[src/rtl/mdio_mgmt_pkg.sv]
package mdio_mgmt_pkg;

    localparam int PHY_W      = 5;
    localparam int REG_W      = 5;
    localparam int CODE_W     = 4;
    localparam int DATA_W     = 16;
    localparam int PRE_BITS   = 32;
    localparam int HDR_BITS   = 2 + 2 + PHY_W + REG_W;
    localparam int TA_BITS    = 2;
    localparam int FRAME_BITS = PRE_BITS + HDR_BITS + TA_BITS + DATA_W;
    localparam int BIT_W      = $clog2(FRAME_BITS);
    localparam int HALF_W     = 8;

    localparam int LAST_PRE = PRE_BITS - 1;
    localparam int LAST_HDR = PRE_BITS + HDR_BITS - 1;
    localparam int LAST_TA  = PRE_BITS + HDR_BITS + TA_BITS - 1;
    localparam int LAST_BIT = FRAME_BITS - 1;

    typedef enum logic [2:0] {
        ST_IDLE,
        ST_PREAMBLE,
        ST_HEADER,
        ST_TURN,
        ST_DATA
    } frame_state_e;

    // Half of the MDC period, in system clocks, for each clock-range code.
    function automatic logic [HALF_W-1:0] half_period(input logic [CODE_W-1:0] code);
        logic [HALF_W-1:0] h;
        case (code)
            4'd0:    h = 8'd2;
            4'd1:    h = 8'd3;
            4'd2:    h = 8'd4;
            4'd3:    h = 8'd6;
            4'd4:    h = 8'd8;
            4'd5:    h = 8'd12;
            4'd6:    h = 8'd16;
            4'd7:    h = 8'd32;
            default: h = 8'd64;
        endcase
        return h;
    endfunction

endpackage

[src/rtl/mdio_csr_bank.sv]
module mdio_csr_bank
    import mdio_mgmt_pkg::*;
(
    input  logic              clk,
    input  logic              rst_n,
    input  logic              csr_we,
    input  logic              csr_sel,
    input  logic [DATA_W-1:0] csr_wdata,
    output logic [DATA_W-1:0] csr_rdata,
    input  logic              busy,
    input  logic              rd_done,
    input  logic [DATA_W-1:0] rd_value,
    output logic              start,
    output logic [PHY_W-1:0]  phy_q,
    output logic [REG_W-1:0]  reg_q,
    output logic [CODE_W-1:0] code_q,
    output logic              wr_q,
    output logic [DATA_W-1:0] data_q
);

    localparam int CODE_LSB = 2;
    localparam int REG_LSB  = CODE_LSB + CODE_W;
    localparam int PHY_LSB  = REG_LSB + REG_W;

    logic cmd_wr;

    assign cmd_wr = csr_we && !csr_sel && !busy;
    assign start  = cmd_wr && csr_wdata[0];

    // Command fields: locked while a frame runs.
    always_ff @(posedge clk) begin
        if (!rst_n) begin
            phy_q  <= '0;
            reg_q  <= '0;
            code_q <= '0;
            wr_q   <= 1'b0;
        end else if (cmd_wr) begin
            phy_q  <= csr_wdata[PHY_LSB +: PHY_W];
            reg_q  <= csr_wdata[REG_LSB +: REG_W];
            code_q <= csr_wdata[CODE_LSB +: CODE_W];
            wr_q   <= csr_wdata[1];
        end
    end

    // Data word: a finishing read takes priority over a bus write.
    always_ff @(posedge clk) begin
        if (!rst_n) begin
            data_q <= '0;
        end else if (rd_done) begin
            data_q <= rd_value;
        end else if (csr_we && csr_sel) begin
            data_q <= csr_wdata;
        end
    end

    always_comb begin
        if (csr_sel) begin
            csr_rdata = data_q;
        end else begin
            csr_rdata = {phy_q, reg_q, code_q, wr_q, busy};
        end
    end

endmodule

[src/rtl/mdio_clk_div.sv]
module mdio_clk_div
    import mdio_mgmt_pkg::*;
(
    input  logic              clk,
    input  logic              rst_n,
    input  logic              run,
    input  logic [CODE_W-1:0] code,
    output logic              mdc,
    output logic              rise_evt,
    output logic              fall_evt
);

    logic [HALF_W-1:0] half;
    logic [HALF_W-1:0] cnt_q;
    logic              tick;

    assign half     = half_period(code);
    assign tick     = run && (cnt_q == half - 1'b1);
    assign rise_evt = tick && !mdc;
    assign fall_evt = tick && mdc;

    always_ff @(posedge clk) begin
        if (!rst_n || !run) begin
            cnt_q <= '0;
            mdc   <= 1'b0;
        end else if (tick) begin
            cnt_q <= '0;
            mdc   <= !mdc;
        end else begin
            cnt_q <= cnt_q + 1'b1;
        end
    end

endmodule

[src/rtl/mdio_frame_fsm.sv]
module mdio_frame_fsm
    import mdio_mgmt_pkg::*;
(
    input  logic              clk,
    input  logic              rst_n,
    input  logic              start,
    input  logic [PHY_W-1:0]  st_phy,
    input  logic [REG_W-1:0]  st_reg,
    input  logic              st_write,
    input  logic [DATA_W-1:0] st_data,
    input  logic              rise_evt,
    input  logic              fall_evt,
    input  logic              mdio_i,
    output logic              busy,
    output logic              mdio_o,
    output logic              mdio_oe,
    output logic              rd_done,
    output logic [DATA_W-1:0] rd_value
);

    localparam logic [BIT_W-1:0] B_PRE  = BIT_W'(LAST_PRE);
    localparam logic [BIT_W-1:0] B_HDR  = BIT_W'(LAST_HDR);
    localparam logic [BIT_W-1:0] B_TA   = BIT_W'(LAST_TA);
    localparam logic [BIT_W-1:0] B_LAST = BIT_W'(LAST_BIT);

    frame_state_e            state_q, state_d;
    logic [BIT_W-1:0]        bit_q;
    logic [FRAME_BITS-1:0]   shift_q;
    logic [FRAME_BITS-1:0]   frame_w;
    logic [DATA_W-1:0]       rx_q;
    logic                    write_q;
    logic                    out_q;
    logic                    last_bit;

    assign frame_w = {{PRE_BITS{1'b1}}, 2'b01,
                      (st_write ? 2'b01 : 2'b10),
                      st_phy, st_reg,
                      (st_write ? 2'b10 : 2'b11),
                      (st_write ? st_data : {DATA_W{1'b0}})};

    assign last_bit = fall_evt && (bit_q == B_LAST);

    // Next-state logic
    always_comb begin
        state_d = state_q;
        unique case (state_q)
            ST_IDLE:     if (start)                       state_d = ST_PREAMBLE;
            ST_PREAMBLE: if (fall_evt && bit_q == B_PRE)  state_d = ST_HEADER;
            ST_HEADER:   if (fall_evt && bit_q == B_HDR)  state_d = ST_TURN;
            ST_TURN:     if (fall_evt && bit_q == B_TA)   state_d = ST_DATA;
            ST_DATA:     if (last_bit)                    state_d = ST_IDLE;
            default:                                      state_d = ST_IDLE;
        endcase
    end

    // State register
    always_ff @(posedge clk) begin
        if (!rst_n) begin
            state_q <= ST_IDLE;
        end else begin
            state_q <= state_d;
        end
    end

    // Shifter, bit counter and capture
    always_ff @(posedge clk) begin
        if (!rst_n) begin
            shift_q <= '0;
            bit_q   <= '0;
            write_q <= 1'b0;
            out_q   <= 1'b1;
            rx_q    <= '0;
        end else if (state_q == ST_IDLE) begin
            if (start) begin
                shift_q <= frame_w;
                bit_q   <= '0;
                write_q <= st_write;
                out_q   <= frame_w[FRAME_BITS-1];
            end
        end else begin
            if (rise_evt && state_q == ST_DATA && !write_q) begin
                rx_q <= {rx_q[DATA_W-2:0], mdio_i};
            end
            if (fall_evt) begin
                if (bit_q == B_LAST) begin
                    out_q <= 1'b1;
                end else begin
                    shift_q <= {shift_q[FRAME_BITS-2:0], 1'b0};
                    out_q   <= shift_q[FRAME_BITS-2];
                    bit_q   <= bit_q + 1'b1;
                end
            end
        end
    end

    // Outputs
    always_comb begin
        unique case (state_q)
            ST_IDLE:              mdio_oe = 1'b0;
            ST_PREAMBLE,
            ST_HEADER:            mdio_oe = 1'b1;
            ST_TURN, ST_DATA:     mdio_oe = write_q;
            default:              mdio_oe = 1'b0;
        endcase
    end

    assign busy     = (state_q != ST_IDLE);
    assign mdio_o   = out_q;
    assign rd_done  = last_bit && (state_q == ST_DATA) && !write_q;
    assign rd_value = rx_q;

endmodule

[src/rtl/mdio_mgmt_master.sv]
module mdio_mgmt_master
    import mdio_mgmt_pkg::*;
(
    input  logic        clk,
    input  logic        rst_n,
    input  logic        csr_we,
    input  logic        csr_sel,
    input  logic [15:0] csr_wdata,
    output logic [15:0] csr_rdata,
    output logic        mdc,
    output logic        mdio_o,
    output logic        mdio_oe,
    input  logic        mdio_i
);

    logic              busy_w;
    logic              start_w;
    logic              rd_done_w;
    logic [DATA_W-1:0] rd_value_w;
    logic [PHY_W-1:0]  phy_w;
    logic [REG_W-1:0]  reg_w;
    logic [CODE_W-1:0] code_w;
    logic              wr_w;
    logic [DATA_W-1:0] data_w;
    logic              rise_w;
    logic              fall_w;
    logic [DATA_W-2:0] cmd_view;

    assign cmd_view = {phy_w, reg_w, code_w, wr_w};

    mdio_csr_bank u_csr (
        .clk       (clk),
        .rst_n     (rst_n),
        .csr_we    (csr_we),
        .csr_sel   (csr_sel),
        .csr_wdata (csr_wdata),
        .csr_rdata (csr_rdata),
        .busy      (busy_w),
        .rd_done   (rd_done_w),
        .rd_value  (rd_value_w),
        .start     (start_w),
        .phy_q     (phy_w),
        .reg_q     (reg_w),
        .code_q    (code_w),
        .wr_q      (wr_w),
        .data_q    (data_w)
    );

    mdio_clk_div u_div (
        .clk      (clk),
        .rst_n    (rst_n),
        .run      (busy_w),
        .code     (code_w),
        .mdc      (mdc),
        .rise_evt (rise_w),
        .fall_evt (fall_w)
    );

    mdio_frame_fsm u_fsm (
        .clk      (clk),
        .rst_n    (rst_n),
        .start    (start_w),
        .st_phy   (csr_wdata[15:11]),
        .st_reg   (csr_wdata[10:6]),
        .st_write (csr_wdata[1]),
        .st_data  (data_w),
        .rise_evt (rise_w),
        .fall_evt (fall_w),
        .mdio_i   (mdio_i),
        .busy     (busy_w),
        .mdio_o   (mdio_o),
        .mdio_oe  (mdio_oe),
        .rd_done  (rd_done_w),
        .rd_value (rd_value_w)
    );

endmodule

[config.mk]
export PLATFORM = sky130hd
export DESIGN_NAME = mdio_mgmt_master
export DESIGN_NICKNAME = d
export VERILOG_FILES = /design/src/rtl/mdio_mgmt_pkg.sv /design/src/rtl/mdio_csr_bank.sv /design/src/rtl/mdio_clk_div.sv /design/src/rtl/mdio_frame_fsm.sv /design/src/rtl/mdio_mgmt_master.sv
export SDC_FILE = /design/constraint.sdc
export NUM_CORES = 1
export LEC_CHECK = 0
export ABC_AREA = 1
export BUFFER_PORTS_ARGS = -buffer_cell sky130_fd_sc_hd__clkbuf_2
export CAP_MARGIN = 20
export CELL_PAD_IN_SITES_DETAIL_PLACEMENT = 0
export CELL_PAD_IN_SITES_GLOBAL_PLACEMENT = 2
export CORE_MARGIN = 2
export CORE_UTILIZATION = 37
export CTS_CLUSTER_SIZE = 20
export DETAILED_ROUTE_END_ITERATION = 7
export PLACE_DENSITY_LB_ADDON = 0.15
export SLEW_MARGIN = 20
export SYNTH_ARGS = -nofsm -noshare
export SYNTH_HDL_FRONTEND = slang
export SYNTH_SLANG_ARGS = --single-unit
[constraint.sdc]
create_clock -name clk -period 6.72 [get_ports clk]
set_input_delay 1.008 -clock clk [delete_from_list [all_inputs] [get_ports clk]]
set_output_delay 1.008 -clock clk [all_outputs]
set_load 0.005 [all_outputs]
== After elaboration in Yosys (flattened, before gate mapping) ==
Memory sizes are Yosys's and may differ from the RTL's. A register that Yosys moved wholly into a read port is not among the register bits.
Cells that the tools add are included.

* Add/subtract/negate cells: 3
* Multipliers: 0
* Div/mod/pow operators: 0
* Magnitude comparators: 0
* Equal/unequal tests: 15
* Shift operators: 0
* Muxes and demuxes: 28
* Bitwise gates (word level): 1
* Reductions and logical operators: 33

{| class="wikitable"
|+ Operator list
! operator !! number
|-
| $mux W63 || 4
|-
| $mux W16 || 4
|-
| $mux W6 || 4
|-
| $mux W3 || 7
|-
| $eq A6 B6 Y1 const B || 3
|-
| $logic_and A1 B1 Y1 || 15
|-
| $pmux W3 S5 || 1
|-
| $ne A2 B1 Y1 const B || 5
|-
| $add A8 B1 Y8 const B || 1
|-
| $eq A8 B8 Y1 || 1
|-
| $mux W8 || 1
|-
| $sub A8 B1 Y8 const B || 1
|-
| $add A6 B1 Y6 const B || 1
|-
| $eq A3 B2 Y1 const B || 2
|-
| $eq A6 B5 Y1 const B || 1
|-
| $reduce_and A2 Y1 || 3
|-
| $reduce_or A2 Y1 || 3
|-
| $logic_not A1 Y1 || 5
|-
| $mux W1 || 5
|-
| $reduce_and A5 Y1 || 1
|-
| $reduce_bool A2 Y1 || 2
|-
| $eq A3 B1 Y1 const B || 1
|-
| $eq A3 B3 Y1 const B || 1
|-
| $logic_not A3 Y1 || 1
|-
| other kinds (7) || 7
|}

* Bits in registers: 130
* Bits in latches: 0
* Bits in writable memories: 0
* Bits in read-only memories: 48
* Input bits: 21
* Memories: 1

{| class="wikitable"
|+ Memory list
! memory !! words !! width !! rd ports !! clocked after memory_dff !! wr ports !! RTL line !! source
|-
| (name not given) || 8 || 6 || 1 || 1 || 0 || mdio_mgmt_pkg.sv:30 || <nowiki>case (code)</nowiki>
|}

== Depth between registers and ports, before layout ==
* Depth in word-level cells: 9
* Depth in mapped cells: 22

== Hierarchy ==
A second synthesis with hierarchy kept.

* Cells, all modules: 894
* Area, all modules: 6137.1 um^2

{| class="wikitable"
|+ By module, submodules not included
! module !! times used !! cells each !! area each (um^2)
|-
| mdio_frame_fsm || 1 || 553 || 3834.9
|-
| mdio_csr_bank || 1 || 226 || 1636.6
|-
| mdio_clk_div || 1 || 115 || 665.6
|}

== Least setup slack after synthesis ==
Ideal clock, no wire load.

* Path type: in2out
* Start: in csr_sel
* End: out csr_rdata[10]
* Data arrival time: 1.679 ns
* Data required time: 5.712 ns
* Slack: 4.033 ns
* Stages on the path: 4
* Buffers on the path: 2
* Cell sequence: clkbuf_1 > clkbuf_1 > nor2_1 > a21oi_1

* Word-level cells in the longest chain between the ends: 1

{| class="wikitable"
|+ Ends and longest elaborated chain
! what !! RTL line !! source
|-
| from (decl) || mdio_mgmt_master.sv:7 || <nowiki>input logic csr_sel,</nowiki>
|-
| $mux W16 || mdio_csr_bank.sv:57 || <nowiki>if (csr_sel) begin</nowiki>
|-
| to (decl) || mdio_mgmt_master.sv:9 || <nowiki>output logic [15:0] csr_rdata,</nowiki>
|}

No other way between the ends.

== Worst setup path in the final report ==
* Start: in csr_sel
* End: reg u_fsm.bit_q[3]

* Word-level cells in the longest chain between the ends: 6

{| class="wikitable"
|+ Ends and longest elaborated chain
! what !! RTL line !! source
|-
| $logic_not A1 Y1 || mdio_csr_bank.sv:27 || <nowiki>assign cmd_wr = csr_we && !csr_sel && !busy;</nowiki>
|-
| $logic_and A1 B1 Y1 (2 in a row) || mdio_csr_bank.sv:27 ||
|-
| $logic_and A1 B1 Y1 || mdio_csr_bank.sv:28 || <nowiki>assign start = cmd_wr && csr_wdata[0];</nowiki>
|-
| $ne A2 B2 Y1 (no line) || n/a ||
|-
| $reduce_and A3 Y1 (no line) || n/a ||
|-
| to (signal assigned) || mdio_frame_fsm.sv:90 || <nowiki>bit_q <= bit_q + 1'b1;</nowiki>
|-
| to (decl) || mdio_frame_fsm.sv:27 || <nowiki>logic [BIT_W-1:0] bit_q;</nowiki>
|}

No other way between the ends.
A chain may end at the register's enable or synchronous reset.

==> flow_metrics.tcl <==
set metrics [dict create \
    crit_required_ns 7.02 \
    arrival_ns 3.90 \
    fmax_ghz 0.278 \
    synth.largest_area_cell "dfxtp_1" \
    root_buffer "clkbuf_16" \
    status "finished clean" \
    grt_overflow 0 \
    synth_nets 899 \
    fin_tns_setup_ns 0 \
    crit_path_frequent_cell "nand2_1" \
    reg2reg_from "u_csr.code_q[3]" \
    finalSetupViolations 0 \
    ys_types 40 \
    synth_compound_area_share_pct 19.8 \
    synth_area_leaders "dfxtp_1, nand2_1, nor2_1" \
    relSlewSlack_pct 33.9 \
    yosys_warnings 0 \
    rsz0062_at_grt "no" \
    synth_area_per_cell_um2 7.08 \
    cts.clk_slew.worst_paths_ns 0.05 \
    switching_power_mw 0.770 \
    ctsHoldBuffers 0 \
    power_density_nw_per_um2 344 \
    grt_max_degree 103 \
    hpwl_um 9970 \
    routed-via-count 5389 \
    wl_per_cell_um 13.6 \
    fin_crit_sh_pct 53.5 \
    skew_ns 0.0134 \
    synthSimpleGateAreaFrac_pct 24.9 \
    path_cells "clkbuf_2 -> nor2_2 -> nand2_1 -> inv_2 -> nand2_1 -> nand2_1 -> nand2_4 -> inv_4 -> nand3_1 -> nand2_1 -> nor2_1" \
    drc 0 \
    drv_slew 0 \
    cp-start-kind "input pin" \
    first_pass_iters 4 \
    die-area_um2 17800 \
    min_to "u_fsm.shift_q[14]" \
    cap_violations 0 \
    syn_inst 874 \
    wirelength_um 15200 \
    cts.sinks 136 \
    dpl_cell_area_um2 6440 \
    p_int_mw 1.66 \
    slowest_delay_ns 0.68 \
    worstReg2RegEnd "u_fsm.bit_q[3]" \
    ant_nets 0 \
    grt_pass1_wl_um 25400 \
    synth_top_area_share_pct 44.0 \
    antenna_found_initial 0 \
    p_leak_nw 2.85 \
    synth_fa_ha_area_share_pct 0.808 \
    nets 911 \
    swShare_pct 31.7 \
    antennaDiodeCount 0 \
    yosys-mux-area-fraction_pct 0 \
    reg2reg_slack_ns 3.14 \
    drt-initial-drc-count 316 \
    yosysSeqAreaShare_pct 44.0 \
    die_h_um 133 \
    synth_top_family_by_area "simple AND/OR/NAND/NOR gates" \
    stdcell_count 1118 \
    start_util_pct 37.6 \
    cts_buffer_depth 2 \
    routabilityCongestion 0.830 \
    worst_pin_slew_ns 0.991 \
    ys_ff_latch 136 \
    grt_use_total_pct 17.8 \
    power.total_mw 2.43 \
    areaGrowthSynthToFinish_pct 13.8 \
    placementRows 47 \
    cts_buffers 17 \
    nFillCells 1718 \
    min_period_ns 3.59 \
    layout_common_cells "nand2_1, dfxtp_1, nor2_1, o21ai_0, inv_1" \
    htreeDepth 4 \
    post_cts_resized 0 \
    slowest_stage "inv_4" \
    comb_power_share_pct 22.3 \
    vias_per_cell 4.82 \
    synth_xor_area_share_pct 0.707 \
    cp-end-kind "register" \
    fin_util_pct 42.8 \
    hold_viol 0 \
    core_area_um2 16500 \
    path_class "input pin to register" \
    layout_commonest_cell "nand2_1" \
    r2r_cells 21 \
    seqPwrFrac_pct 39.0 \
    holdCritPathClass "register to register" \
    placedCellCount 1087 \
    cts_tree "done" \
    critPathMaxFanout 72 \
    numPortBuffers 39 \
    io-pin-count 40 \
    clkLatencyLatePin_ns 0.42 \
    drive_above_1_share_pct 13.4 \
    postCtsSetupBuffers 0 \
    stdcell_area_um2 7040 \
    syn_area_um2 6190 \
    fp.dieW_um 133 \
    worstHoldStart "u_fsm.shift_q[14]" \
    vdd_ir_drop_max_v 0.000167 \
    clock_power_share_pct 38.7 \
    grt_pass1_vias 5118 \
    min_path_cells 2 \
]
==> final cells by class <==
type,count,area (um^2),area share (%)
Multi-Input combinational cell,596,2860,40.7
Sequential cell,136,2720,38.7
Clock buffer,24,512,7.26
Inverter,91,344,4.88
Tap cell,220,275,3.91
Timing Repair Buffer,44,236,3.36
Clock inverter,7,90.1,1.28
==> power by group through the flow <==
stage,combinational (mW),clock (mW),sequential [mW]
2_1_floorplan,0.425,0,0.948
5_1_grt,0.620,1.01,0.957
4_1_cts,0.549,0.966,0.945
3_5_place_dp,0.547,0,0.962
3_3_place_gp,0.541,0,0.961
6_report,0.542,0.939,0.946
==> synth_stat cells <==
cell	count
nand2_1	142
dfxtp_1	136
nor2_1	128
o21ai_0	95
inv_1	83
a21oi_1	57
nor3_1	44
o21ai_1	44
clkbuf_1	28
nand3_1	19
a21oi_2	14
buf_2	11
nand2_2	11
buf_4	5
buf_6	5
inv_2	5
nand4_1	5
o21ai_2	5
ha_1	4
xor2_1	4
a211oi_1	3
o22ai_1	3
clkinv_1	2
nand2_4	2
nand3_2	2
nor2_2	2
o31ai_1	2
a22oi_1	1
buf_1	1
clkbuf_2	1
inv_4	1
nor2_4	1
nor2_8	1
nor3b_1	1
nor4_1	1
o21a_1	1
o21bai_1	1
or2_2	1
or3_1	1
xnor2_1	1
==> per-layer routing <==
metal	GRT usage [%]	routed length [um]
met5	0	0
met4	7.39	169
met2	29.2	7270
met3	3.46	377
met1	23.0	7420
==> metrics by stage <==
step                      hold WS (ns)  setup WS [ns]
after floorplan                  0.420           4.03
after global placement           0.440           2.77
after detailed placement         0.442           2.72
after CTS                        0.453           3.15
after global routing             0.475           2.73
final                            0.458           3.13
==> sequential cells by signal, summed over array words and instances, names as in the netlist, 3 cells and up, named ones only <==
name,count
u_csr.reg_q,5
u_csr.phy_q,5
u_fsm.bit_q,6
u_csr.code_q,4
u_div.cnt_q,8
u_fsm.rd_value,16
u_fsm.shift_q,63
u_csr.data_q,16
u_fsm.state_q,3
==> kinds of logic after synthesis <==
logic type               after synthesis
AND/OR/NAND/NOR                      361
AO/OA/AOI/OAI                        226
buffers and inverters                142
flip-flops                           136
XOR/XNOR                               5
adder cells (fa/ha/maj)                4
==> worst max path at each step <==
| stage | from | endpoint | slack [ns] | cells past startpoint |
|---|---|---|---|---|
| floorplan | csr_sel | csr_rdata[10] | 4.03 | 4 |
| global placement | csr_sel | u_fsm.bit_q[3] | 2.77 | 11 |
| detailed placement | csr_sel | u_fsm.bit_q[3] | 2.72 | 11 |
| CTS | u_csr.code_q[3] | u_fsm.bit_q[3] | 3.15 | 21 |
| global route | u_csr.code_q[3] | u_fsm.bit_q[3] | 2.73 | 22 |
| finish | csr_sel | u_fsm.bit_q[3] | 3.13 | 11 |
==> worst max-delay path, delay by kind of cell <==
kind	cells	cell delay (ns)
and+or+nand+nor	8	1.46
buffers and inverters	3	1.36
Note: power is estimated with default switching activity, not from simulation.
